File: src/rtl/vec_fold_pkg.sv
package vec_fold_pkg;
  localparam logic [2:0] OP_ADD = 3'd0;
  localparam logic [2:0] OP_MUL = 3'd1;
  localparam logic [2:0] OP_MIN = 3'd2;
  localparam logic [2:0] OP_MAX = 3'd3;
  localparam logic [2:0] OP_OR  = 3'd4;
  localparam logic [2:0] OP_AND = 3'd5;
  localparam logic [2:0] OP_XOR = 3'd6;

  localparam int COND_W = 3;

  typedef enum logic [1:0] {
    ST_IDLE,
    ST_RUN,
    ST_FIN,
    ST_HALT
  } fold_state_e;
endpackage

File: src/rtl/vec_fold_lane.sv
module vec_fold_lane
  import vec_fold_pkg::*;
#(
  parameter int LANE_W = 8
) (
  input  logic [2:0]        op_i,
  input  logic [LANE_W-1:0] a_i,
  input  logic [LANE_W-1:0] b_i,
  output logic [LANE_W-1:0] y_o,
  output logic [COND_W-1:0] cond_o
);
  logic a_lt_b;
  logic neg, zero;

  assign a_lt_b = $signed(a_i) < $signed(b_i);

  always_comb begin
    case (op_i)
      OP_MUL:  y_o = a_i * b_i;
      OP_MIN:  y_o = a_lt_b ? a_i : b_i;
      OP_MAX:  y_o = a_lt_b ? b_i : a_i;
      OP_OR:   y_o = a_i | b_i;
      OP_AND:  y_o = a_i & b_i;
      OP_XOR:  y_o = a_i ^ b_i;
      default: y_o = a_i + b_i;
    endcase
  end

  assign neg    = y_o[LANE_W-1];
  assign zero   = (y_o == '0);
  assign cond_o = {neg, !neg && !zero, zero};
endmodule

File: src/rtl/vec_fold_regs.sv
module vec_fold_regs #(
  parameter int NREGS  = 32,
  parameter int ELEM_W = 16,
  localparam int AW    = (NREGS > 1) ? $clog2(NREGS) : 1
) (
  input  logic              clk_i,
  input  logic              rst_ni,
  input  logic              we_i,
  input  logic [AW-1:0]     waddr_i,
  input  logic [ELEM_W-1:0] wdata_i,
  input  logic [AW-1:0]     raddr_a_i,
  output logic [ELEM_W-1:0] rdata_a_o,
  input  logic [AW-1:0]     raddr_b_i,
  output logic [ELEM_W-1:0] rdata_b_o,
  input  logic [AW-1:0]     raddr_c_i,
  output logic [ELEM_W-1:0] rdata_c_o
);
  logic [ELEM_W-1:0] mem_q [NREGS];

  always_ff @(posedge clk_i or negedge rst_ni) begin
    if (!rst_ni) begin
      for (int i = 0; i < NREGS; i++) mem_q[i] <= '0;
    end else if (we_i) begin
      mem_q[waddr_i] <= wdata_i;
    end
  end

  assign rdata_a_o = mem_q[raddr_a_i];
  assign rdata_b_o = mem_q[raddr_b_i];
  assign rdata_c_o = mem_q[raddr_c_i];
endmodule

File: src/rtl/vec_fold_ctrl.sv
module vec_fold_ctrl
  import vec_fold_pkg::*;
#(
  parameter int MAX_VL = 8,
  parameter int NREGS  = 32,
  parameter int ELEM_W = 16,
  parameter int CND_W  = 6,
  localparam int IDX_W = (MAX_VL > 1) ? $clog2(MAX_VL) : 1,
  localparam int VL_W  = $clog2(MAX_VL + 1),
  localparam int AW    = (NREGS > 1) ? $clog2(NREGS) : 1
) (
  input  logic              clk_i,
  input  logic              rst_ni,
  input  logic              start_i,
  input  logic              resume_i,
  input  logic [IDX_W-1:0]  resume_offs_i,
  input  logic [VL_W-1:0]   vl_i,
  input  logic [MAX_VL-1:0] pred_i,
  input  logic [2:0]        op_i,
  input  logic              rev_i,
  input  logic              some_i,
  input  logic              scalar_i,
  input  logic [AW-1:0]     src_base_i,
  input  logic [AW-1:0]     dst_base_i,
  input  logic              irq_i,
  output logic [AW-1:0]     src_addr_o,
  input  logic [ELEM_W-1:0] src_data_i,
  output logic [AW-1:0]     accin_addr_o,
  input  logic [ELEM_W-1:0] accin_data_i,
  output logic [ELEM_W-1:0] alu_a_o,
  output logic [ELEM_W-1:0] alu_b_o,
  output logic [2:0]        alu_op_o,
  input  logic [ELEM_W-1:0] alu_y_i,
  input  logic [CND_W-1:0]  alu_cond_i,
  output logic              wr_en_o,
  output logic [AW-1:0]     wr_addr_o,
  output logic [ELEM_W-1:0] wr_data_o,
  output logic              busy_o,
  output logic              done_o,
  output logic              stop_o,
  output logic [IDX_W-1:0]  offs_o,
  output logic [CND_W-1:0]  cond_o
);
  fold_state_e       state_q;
  logic [IDX_W-1:0]  idx_q, first_q, offs_q;
  logic [VL_W-1:0]   vl_q;
  logic [MAX_VL-1:0] pred_q;
  logic [2:0]        op_q;
  logic              rev_q, some_q, scal_q, any_q, acc_vld_q, cnd_vld_q;
  logic [AW-1:0]     src_q, dst_q;
  logic [ELEM_W-1:0] acc_q;
  logic [CND_W-1:0]  cnd_q;

  // start-time decode
  logic [IDX_W-1:0] st_idx, first_c;
  logic             empty_c, any_c;

  always_comb begin
    any_c   = 1'b0;
    first_c = '0;
    for (int i = MAX_VL - 1; i >= 0; i--) begin
      if (pred_i[i] && (VL_W'(i) < vl_i)) begin
        any_c   = 1'b1;
        first_c = IDX_W'(i);
      end
    end
  end

  always_comb begin
    if (resume_i && scalar_i) st_idx = resume_offs_i;
    else if (rev_i)           st_idx = IDX_W'(vl_i - VL_W'(1));
    else                      st_idx = '0;
  end

  assign empty_c = (vl_i == '0) || (VL_W'(st_idx) >= vl_i);

  // per-step decode
  logic             act, last;
  logic [IDX_W-1:0] nxt;
  logic [CND_W-1:0] cnd_mix;

  assign act     = pred_q[idx_q];
  assign last    = rev_q ? (idx_q == '0) : (VL_W'(idx_q) == vl_q - VL_W'(1));
  assign nxt     = rev_q ? idx_q - IDX_W'(1) : idx_q + IDX_W'(1);
  assign cnd_mix = some_q ? (cnd_q | alu_cond_i) : (cnd_q & alu_cond_i);

  always_ff @(posedge clk_i or negedge rst_ni) begin
    if (!rst_ni) begin
      state_q   <= ST_IDLE;
      idx_q     <= '0;
      first_q   <= '0;
      offs_q    <= '0;
      vl_q      <= '0;
      pred_q    <= '0;
      op_q      <= '0;
      rev_q     <= 1'b0;
      some_q    <= 1'b0;
      scal_q    <= 1'b0;
      any_q     <= 1'b0;
      acc_vld_q <= 1'b0;
      cnd_vld_q <= 1'b0;
      src_q     <= '0;
      dst_q     <= '0;
      acc_q     <= '0;
      cnd_q     <= '0;
    end else begin
      case (state_q)
        ST_IDLE: begin
          if (start_i) begin
            vl_q      <= vl_i;
            pred_q    <= pred_i;
            op_q      <= op_i;
            rev_q     <= rev_i;
            some_q    <= some_i;
            scal_q    <= scalar_i;
            src_q     <= src_base_i;
            dst_q     <= dst_base_i;
            any_q     <= any_c;
            first_q   <= first_c;
            acc_q     <= accin_data_i;
            acc_vld_q <= scalar_i;
            cnd_q     <= '0;
            cnd_vld_q <= 1'b0;
            idx_q     <= st_idx;
            state_q   <= empty_c ? ST_FIN : ST_RUN;
          end
        end
        ST_RUN: begin
          if (act) begin
            if (acc_vld_q) begin
              acc_q     <= alu_y_i;
              cnd_q     <= cnd_vld_q ? cnd_mix : alu_cond_i;
              cnd_vld_q <= 1'b1;
            end else begin
              acc_q     <= src_data_i;
              acc_vld_q <= 1'b1;
            end
          end
          if (last) begin
            state_q <= ST_FIN;
          end else if (irq_i && scal_q) begin
            state_q <= ST_HALT;
            offs_q  <= nxt;
          end else begin
            idx_q <= nxt;
          end
        end
        default: state_q <= ST_IDLE;
      endcase
    end
  end

  assign src_addr_o   = src_q + AW'(idx_q);
  assign accin_addr_o = dst_base_i;
  assign alu_a_o      = acc_q;
  assign alu_b_o      = src_data_i;
  assign alu_op_o     = op_q;

  // scalar: commit every step; vector: one write at the end
  logic run_wr, fin_wr;
  assign run_wr    = (state_q == ST_RUN) && act && scal_q;
  assign fin_wr    = (state_q == ST_FIN) && !scal_q && any_q;
  assign wr_en_o   = run_wr || fin_wr;
  assign wr_addr_o = fin_wr ? dst_q + AW'(first_q) : dst_q;
  assign wr_data_o = fin_wr ? acc_q : alu_y_i;

  assign busy_o = (state_q != ST_IDLE);
  assign done_o = (state_q == ST_FIN);
  assign stop_o = (state_q == ST_HALT);
  assign offs_o = offs_q;
  assign cond_o = cnd_q;
endmodule

File: src/rtl/vec_fold_seq.sv
module vec_fold_seq
  import vec_fold_pkg::*;
#(
  parameter int LANES   = 2,
  parameter int LANE_W  = 8,
  parameter int MAX_VL  = 8,
  parameter int NREGS   = 32,
  localparam int ELEM_W = LANES * LANE_W,
  localparam int CND_W  = LANES * COND_W,
  localparam int IDX_W  = (MAX_VL > 1) ? $clog2(MAX_VL) : 1,
  localparam int VL_W   = $clog2(MAX_VL + 1),
  localparam int AW     = (NREGS > 1) ? $clog2(NREGS) : 1
) (
  input  logic              clk_i,
  input  logic              rst_ni,
  input  logic              wr_en_i,
  input  logic [AW-1:0]     wr_addr_i,
  input  logic [ELEM_W-1:0] wr_data_i,
  input  logic [AW-1:0]     rd_addr_i,
  output logic [ELEM_W-1:0] rd_data_o,
  input  logic              start_i,
  input  logic              resume_i,
  input  logic [IDX_W-1:0]  resume_offs_i,
  input  logic [VL_W-1:0]   vl_i,
  input  logic [MAX_VL-1:0] pred_i,
  input  logic [2:0]        op_i,
  input  logic              rev_i,
  input  logic              some_i,
  input  logic              scalar_i,
  input  logic [AW-1:0]     src_base_i,
  input  logic [AW-1:0]     dst_base_i,
  input  logic              irq_i,
  output logic              busy_o,
  output logic              done_o,
  output logic              stop_o,
  output logic [IDX_W-1:0]  offs_o,
  output logic [CND_W-1:0]  cond_o
);
  logic [AW-1:0]     src_addr, accin_addr, c_waddr, m_waddr;
  logic [ELEM_W-1:0] src_data, accin_data, alu_a, alu_b, alu_y, c_wdata, m_wdata;
  logic [CND_W-1:0]  alu_cnd;
  logic [2:0]        alu_op;
  logic              c_we, m_we;

  // internal writes win; external writes only while idle
  assign m_we    = c_we || (wr_en_i && !busy_o);
  assign m_waddr = c_we ? c_waddr : wr_addr_i;
  assign m_wdata = c_we ? c_wdata : wr_data_i;

  vec_fold_regs #(.NREGS(NREGS), .ELEM_W(ELEM_W)) u_regs (
    .clk_i     (clk_i),
    .rst_ni    (rst_ni),
    .we_i      (m_we),
    .waddr_i   (m_waddr),
    .wdata_i   (m_wdata),
    .raddr_a_i (src_addr),
    .rdata_a_o (src_data),
    .raddr_b_i (accin_addr),
    .rdata_b_o (accin_data),
    .raddr_c_i (rd_addr_i),
    .rdata_c_o (rd_data_o)
  );

  for (genvar l = 0; l < LANES; l++) begin : g_lane
    vec_fold_lane #(.LANE_W(LANE_W)) u_lane (
      .op_i   (alu_op),
      .a_i    (alu_a[l*LANE_W +: LANE_W]),
      .b_i    (alu_b[l*LANE_W +: LANE_W]),
      .y_o    (alu_y[l*LANE_W +: LANE_W]),
      .cond_o (alu_cnd[l*COND_W +: COND_W])
    );
  end

  vec_fold_ctrl #(
    .MAX_VL (MAX_VL),
    .NREGS  (NREGS),
    .ELEM_W (ELEM_W),
    .CND_W  (CND_W)
  ) u_ctrl (
    .clk_i         (clk_i),
    .rst_ni        (rst_ni),
    .start_i       (start_i),
    .resume_i      (resume_i),
    .resume_offs_i (resume_offs_i),
    .vl_i          (vl_i),
    .pred_i        (pred_i),
    .op_i          (op_i),
    .rev_i         (rev_i),
    .some_i        (some_i),
    .scalar_i      (scalar_i),
    .src_base_i    (src_base_i),
    .dst_base_i    (dst_base_i),
    .irq_i         (irq_i),
    .src_addr_o    (src_addr),
    .src_data_i    (src_data),
    .accin_addr_o  (accin_addr),
    .accin_data_i  (accin_data),
    .alu_a_o       (alu_a),
    .alu_b_o       (alu_b),
    .alu_op_o      (alu_op),
    .alu_y_i       (alu_y),
    .alu_cond_i    (alu_cnd),
    .wr_en_o       (c_we),
    .wr_addr_o     (c_waddr),
    .wr_data_o     (c_wdata),
    .busy_o        (busy_o),
    .done_o        (done_o),
    .stop_o        (stop_o),
    .offs_o        (offs_o),
    .cond_o        (cond_o)
  );
endmodule

File: config.mk
export PLATFORM = sky130hd
export DESIGN_NAME = vec_fold_seq
export DESIGN_NICKNAME = d
export VERILOG_FILES = /design/src/rtl/vec_fold_pkg.sv /design/src/rtl/vec_fold_lane.sv /design/src/rtl/vec_fold_regs.sv /design/src/rtl/vec_fold_ctrl.sv /design/src/rtl/vec_fold_seq.sv
export SDC_FILE = /design/constraint.sdc
export NUM_CORES = 2
export LEC_CHECK = 0
export BUFFER_PORTS_ARGS = -buffer_cell sky130_fd_sc_hd__buf_2
export CORE_MARGIN = 2
export CORE_UTILIZATION = 56
export CTS_BUF_LIST = sky130_fd_sc_hd__clkbuf_4 sky130_fd_sc_hd__clkbuf_8
export DETAILED_ROUTE_END_ITERATION = 7
export HOLD_SLACK_MARGIN = 0.15
export PLACE_DENSITY = 0.69
export SYNTH_ARGS = -nofsm -noshare
export SYNTH_HDL_FRONTEND = slang
export SYNTH_SLANG_ARGS = --single-unit
export TNS_END_PERCENT = 10
File: constraint.sdc
create_clock -name clk_i -period 17.5 [get_ports clk_i]
set_input_delay 0 -clock clk_i [delete_from_list [all_inputs] [get_ports clk_i]]
set_output_delay 0 -clock clk_i [all_outputs]
set_load 0.02 [all_outputs]
; Yosys cells after proc, flatten, opt, wreduce, memory -nomap -nowiden
; Cells that the tools add are included.
[totals]
reg_bits = 576
input_bits = 63
out_inout_bits = 28
wordCells = 215
[classes]
n_addsub = 8
mul = 2
n_lt_le_gt_ge = 17
eq_ne = 16
n_mux = 70
bitwise = 13
n_reduce_logical = 40
[op_table]
columns = cell, count
row1 = 512-bit bitwise mux, 1
row2 = 16-bit binary-select mux with 5-bit select, 3
row3 = 16-bit two-way mux, 12
row4 = 8-bit case mux with 6 select lines, 2
row5 = 16-bit demux with 5-bit select, 1
row6 = 3-bit two-way mux, 14
row7 = 8-bit two-way mux, 4
row8 = 16-bit case mux with 2 select lines, 1
row9 = 6-bit two-way mux, 5
row10 = 6-bit greater-or-equal comparator (second input constant), 4
row11 = 5-bit inverter with 6-bit output, 4
row12 = 1-bit logical AND, 18
row13 = 8-bit adder, 2
row14 = 8-bit bitwise AND, 2
row15 = 8-bit logical NOT, 2
row16 = 3-bit by 4-bit < comparator with 1-bit output (first input constant), 4
row17 = 8-bit < comparator, 2
row18 = 8-bit by 8-bit multiplier with 8-bit output, 2
row19 = 8-bit OR, 2
row20 = 8-bit bitwise XOR, 2
row21 = 1-bit two-way mux, 15
row22 = 6-bit case mux with 2 select lines, 1
row23 = 5-bit by 3-bit adder with 5-bit output, 2
row24 = 5-bit two-way mux, 2
row25 = other kinds (34), 59

; Longest topological paths before layout
[depth]
ltp_word = 17
mapped_depth = 33
mapped_depth_nobuf = 30

; Hierarchy
; Synthesis repeated with hierarchy kept, for this count alone.
[hier_totals]
cells_unflattened = 3980
hier_area_um2 = 41862.6
[by_module_without_submodules]
columns = mod, instances, cells_each, area_each_um2, seq_area_each_um2
row1 = vec_fold_regs, 1, 2868, 32930.3, 12812.3
row2 = vec_fold_ctrl, 1, 485, 4176.5, 1601.5
row3 = vec_fold_lane at g_lane[0].u_lane, 1, 303, 2267.2, 0.0
row4 = vec_fold_lane at g_lane[1].u_lane, 1, 299, 2218.4, 0.0
row5 = vec_fold_seq, 1, 25, 270.3, 0.0

; Worst setup path before layout
; Ideal clock, no wire load.
[synth_path]
kind = register to register
from = register u_ctrl.idx_q[1]
to = register u_regs.mem_q[175] (netlist bit)
setup_ns = 0.125
arrival_time_ns = 7.298
required_ns = 17.375
setup_slack_ns = 10.077
path_stages_with_launch = 31
path_buffers = 6
synth_period_minus_slack_ns = 7.423
path_cell_list = dfrtp_1 inv_1 fa_1 buf_2 buf_4 buf_2 buf_2 buf_1 mux4_2 mux2i_1 mux2i_1 mux2_2 inv_1 nor2_1 fa_1 inv_1 fa_1 fa_1 fa_1 inv_1 ha_1 a21oi_1 xnor2_1 xnor2_1 xnor2_1 xnor2_1 xnor3_1 a21oi_4 o21ai_2 buf_6 mux2_2
[synth_via]
elab_chain_cells = 12
elab_cells_between_ends = 30
cone_classes = add/sub (2) / mul (1) / order compare (3) / mux (14) / bitwise (5) / reduce/logical (5)
[synth_lines]
columns = item, line_no
row1 = "start, declared", vec_fold_ctrl.sv:45  ; logic [IDX_W-1:0] idx_q, first_q, offs_q;
row2 = "start signal, assigned", vec_fold_ctrl.sv:124  ; idx_q <= st_idx;
row3 = "start signal, assigned", vec_fold_ctrl.sv:145  ; idx_q <= nxt;
row4 = "parallel branches: the longest is 12 deep, another holds 8-bit by 8-bit multiplier with 8-bit output", n/a
row5 = "end signal, assigned by index", vec_fold_regs.sv:24  ; mem_q[waddr_i] <= wdata_i;
row6 = "end, declared", vec_fold_regs.sv:18  ; logic [ELEM_W-1:0] mem_q [NREGS];
; Parallel ways; which one is timed is not known. The select of a mux whose other input is x is not followed.
; A chain may end at the register's enable or synchronous reset.

; Worst setup path after layout
[layout_path]
from = register u_ctrl.idx_q[0]
to = register u_regs.mem_q[15] (netlist bit)
; Same word-level chain as after synthesis.

==> flow_metrics.py <==
metrics = {
    "run_status": {
        "status": "finished, final reports clean",
    },
    "timing": {
        "fmax_mhz": 105.0,
        "setup_tns_ns": 0,
        "worst_pin_slew_ns": 1.379,
        "final-setup-viol-count": 0,
        "fin_crit_sh_pct": 54.42,
        "fin_crit_ns": 9.523,
        "rsz0062_at_grt": "false",
        "drv_slew": 0,
        "clock_skew_ns": 0.05267,
        "hold_viol": 0,
        "relSlewSlack_pct": 7.332,
        "whs_ns": 0.1708,
    },
    "logic_synthesis": {
        "synthArstFlopShare_pct": 100.0,
        "yosys_warnings": 0,
        "syn_nets": 3648,
        "syn_area_per_cell_sq_um": 11.01,
        "synthDistinctLibCells": 72,
        "synth_edf_count": 0,
        "ys_ff_latch": 576,
        "synthesis.instances": 3464,
        "synth.cell_area_sq_um": 38140,
        "ys_seq_area_share_pct": 37.79,
        "synth-main-ff-cell": "dfrtp_1",
    },
    "setup_path": {
        "worst-r2r-cell-count": 28,
        "arrival_ns": 10.11,
        "cp_data_required_time_ns": 18.09,
        "crit_slowest_cell": "fa_4",
        "start_kind": "register",
        "cp_slowest_stage_delay_ns": 1.19,
        "crit_type": "reg2reg",
        "end_kind": "register",
        "worstPathMaxFanout": 59,
    },
    "floorplanning": {
        "rows": 95,
        "core_area_sq_um": 67280,
        "io_pins": 91,
        "die_w_microns": 265.0,
        "initial_utilization_pct": 56.69,
        "fp.dieH_microns": 265.0,
        "dieArea_sq_um": 70210,
    },
    "global_routing": {
        "grt_pass1_wl_mm": 196.5,
        "grt_usage_pct": 37.68,
        "grt_max_degree": 173,
        "antenna_found_initial": 5,
        "overflow": 0,
        "grt_pass1_vias": 31710,
    },
    "cells_and_area": {
        "n_fill_cell": 5118,
        "stdcell_area_sq_um": 42600,
        "multi_input_area_sq_um": 22360,
        "final_layout_size_suffix_gt1_share_pct": 25.36,
        "seq_area_sq_um": 14410,
        "area_growth_pct": 11.69,
        "final_common_cell": "dfrtp_1",
        "fin_nets": 3709,
        "mostFrequentLayoutCells": "dfrtp_1, nand2_1, mux4_2",
        "post-route-util_pct": 63.32,
    },
    "placement": {
        "routabilityCongestion": 0.9692,
        "dpl.hpwl_mm": 78.58,
        "port_buffers": 90,
        "placed_area_sq_um": 39400,
    },
    "detailed_routing": {
        "vias": 31480,
        "wl_mm": 129.8,
        "drtIter0Drc": 4217,
        "drc": 0,
        "dr.pass1.iters": 6,
        "ant_nets": 0,
        "wire_per_inst_microns": 28.99,
        "viasPerCell": 7.033,
    },
    "clock_network": {
        "cts_made_buffers": 100,
        "cts_tree": "built",
        "clock-sinks": 576,
        "cts.repair.resized": 0,
        "clock_latency_ns": 0.74,
        "clk_pin_slew_ns": 0.06,
        "cts-root-buf": "clkbuf_8",
        "ctsLongestPathBuffers": 3,
        "htreeDepth": 3,
    },
    "run": {
        "max_cap_viol_count": 0,
    },
    "hold_path": {
        "min_path_type": "in2reg",
        "hold_depth": 4,
    },
}
-- worst max-delay path: cells and delay by family, from the launching register on --
family                   cells  cell delay [ns]
adder cells (fa/ha/maj)      7             3.52
AO/OA/AOI/OAI                3             0.55
XOR/XNOR                     5             1.11
multiplexers                 5             1.38
AND/OR/NAND/NOR              1             0.07
buffers and inverters        7             2.07
flip-flops                   1             0.56
-- metal layers --
layer,part of all wire [%],GRT usage (%)
met1,36,48.45
met2,45,56.89
met3,13,12.64
met4,6.0,20.42
met5,0.010,0
-- registers in the layout, indices dropped and copies added (netlist names) --
signal	count
u_ctrl.acc_vld_q	1
u_ctrl.alu_a_o	16
u_ctrl.alu_op_o	3
u_ctrl.any_q	1
u_ctrl.cnd_vld_q	1
u_ctrl.cond_o	6
u_ctrl.dst_q	5
u_ctrl.first_q	3
u_ctrl.idx_q	3
u_ctrl.offs_o	3
u_ctrl.pred_q	8
u_ctrl.rev_q	1
u_ctrl.scal_q	1
u_ctrl.some_q	1
u_ctrl.src_q	5
u_ctrl.state_q	2
u_ctrl.vl_q	4
u_regs.mem_q	512
-- metrics by stage --
stage	setup WS [ns]	instances
floorplan	10.08	3464
global placement	8.331	4197
detailed placement	8.158	4197
CTS	8.087	4473
global route	7.627	4474
finish	7.977	4476
-- cells in the mapped netlist (4+ instances only) --
master	number	share of area [%]
dfrtp_1	576	38
a211oi_1	16	0.31
o211ai_1	6	0.12
a21oi_1	320	4.2
a221o_1	4	0.10
o21ai_0	213	2.8
o22ai_1	14	0.23
buf_2	17	0.22
buf_4	11	0.22
ha_1	92	3.0
nand3b_1	4	0.079
mux4_2	458	27
xor2_1	14	0.32
mux2_4	9	0.35
nand3_1	37	0.49
or3_1	4	0.066
mux2_2	46	1.4
a31oi_1	10	0.16
inv_1	106	1.0
clkbuf_1	229	2.3
nor2_1	360	3.5
nor3_1	14	0.18
xnor2_1	37	0.85
a221oi_1	14	0.32
and2_1	6	0.098
o21bai_1	9	0.18
buf_1	44	0.43
mux2i_1	75	2.0
nand2_1	459	4.5
nor2b_1	10	0.16
a22oi_1	5	0.098
a21o_1	10	0.20
fa_1	29	1.5
o21ai_1	118	1.5
buf_6	6	0.18
and3_1	7	0.11
o221ai_1	7	0.16
nand2b_1	8	0.13
-- path summary, 6_finish.rpt --
check                      slack, ns            start           endpoint
max reg2reg                     7.98  u_ctrl.idx_q[0]   u_regs.mem_q[15]
min in group asynchronous       0.43           rst_ni  u_regs.mem_q[207]
max                             7.98  u_ctrl.idx_q[0]   u_regs.mem_q[15]
min                             0.17        pred_i[4]   u_ctrl.pred_q[4]
min reg2reg                     0.49     u_ctrl.any_q       u_ctrl.any_q
max in group asynchronous      14.14           rst_ni  u_regs.mem_q[330]
-- cell type report --
class,instances,area share [%]
inverter,111,0.9780
clock inverter,26,0.5992
antenna,3,0.01762
timing repair buffer,270,5.005
clock buffer,151,4.526
sequential,576,33.83
tap,873,2.564
multi-input combinational,2466,52.48
-- cells by family (layout without fill, tap and decap cells) --
| group | count (synthesis) | count (layout) | synth area share (%) |
|---|---|---|---|
| XOR/XNOR | 57 | 57 | 1.476 |
| adder cells (fa/ha/maj) | 121 | 121 | 4.540 |
| other | 0 | 3 | 0 |
| multiplexers | 591 | 591 | 30.90 |
| flip-flops | 576 | 576 | 37.79 |
| AND/OR/NAND/NOR | 922 | 922 | 9.648 |
| buffers and inverters | 422 | 558 | 4.527 |
| AO/OA/AOI/OAI | 775 | 775 | 11.12 |
-- timing repair --
action,CTS,global route
hold buffers,99,0
endpoints found under the hold margin,740,0
buffers inserted,0,0
Power is not shown: default switching activity piles up to over one toggle a cycle in this logic, so the estimate is an artifact.
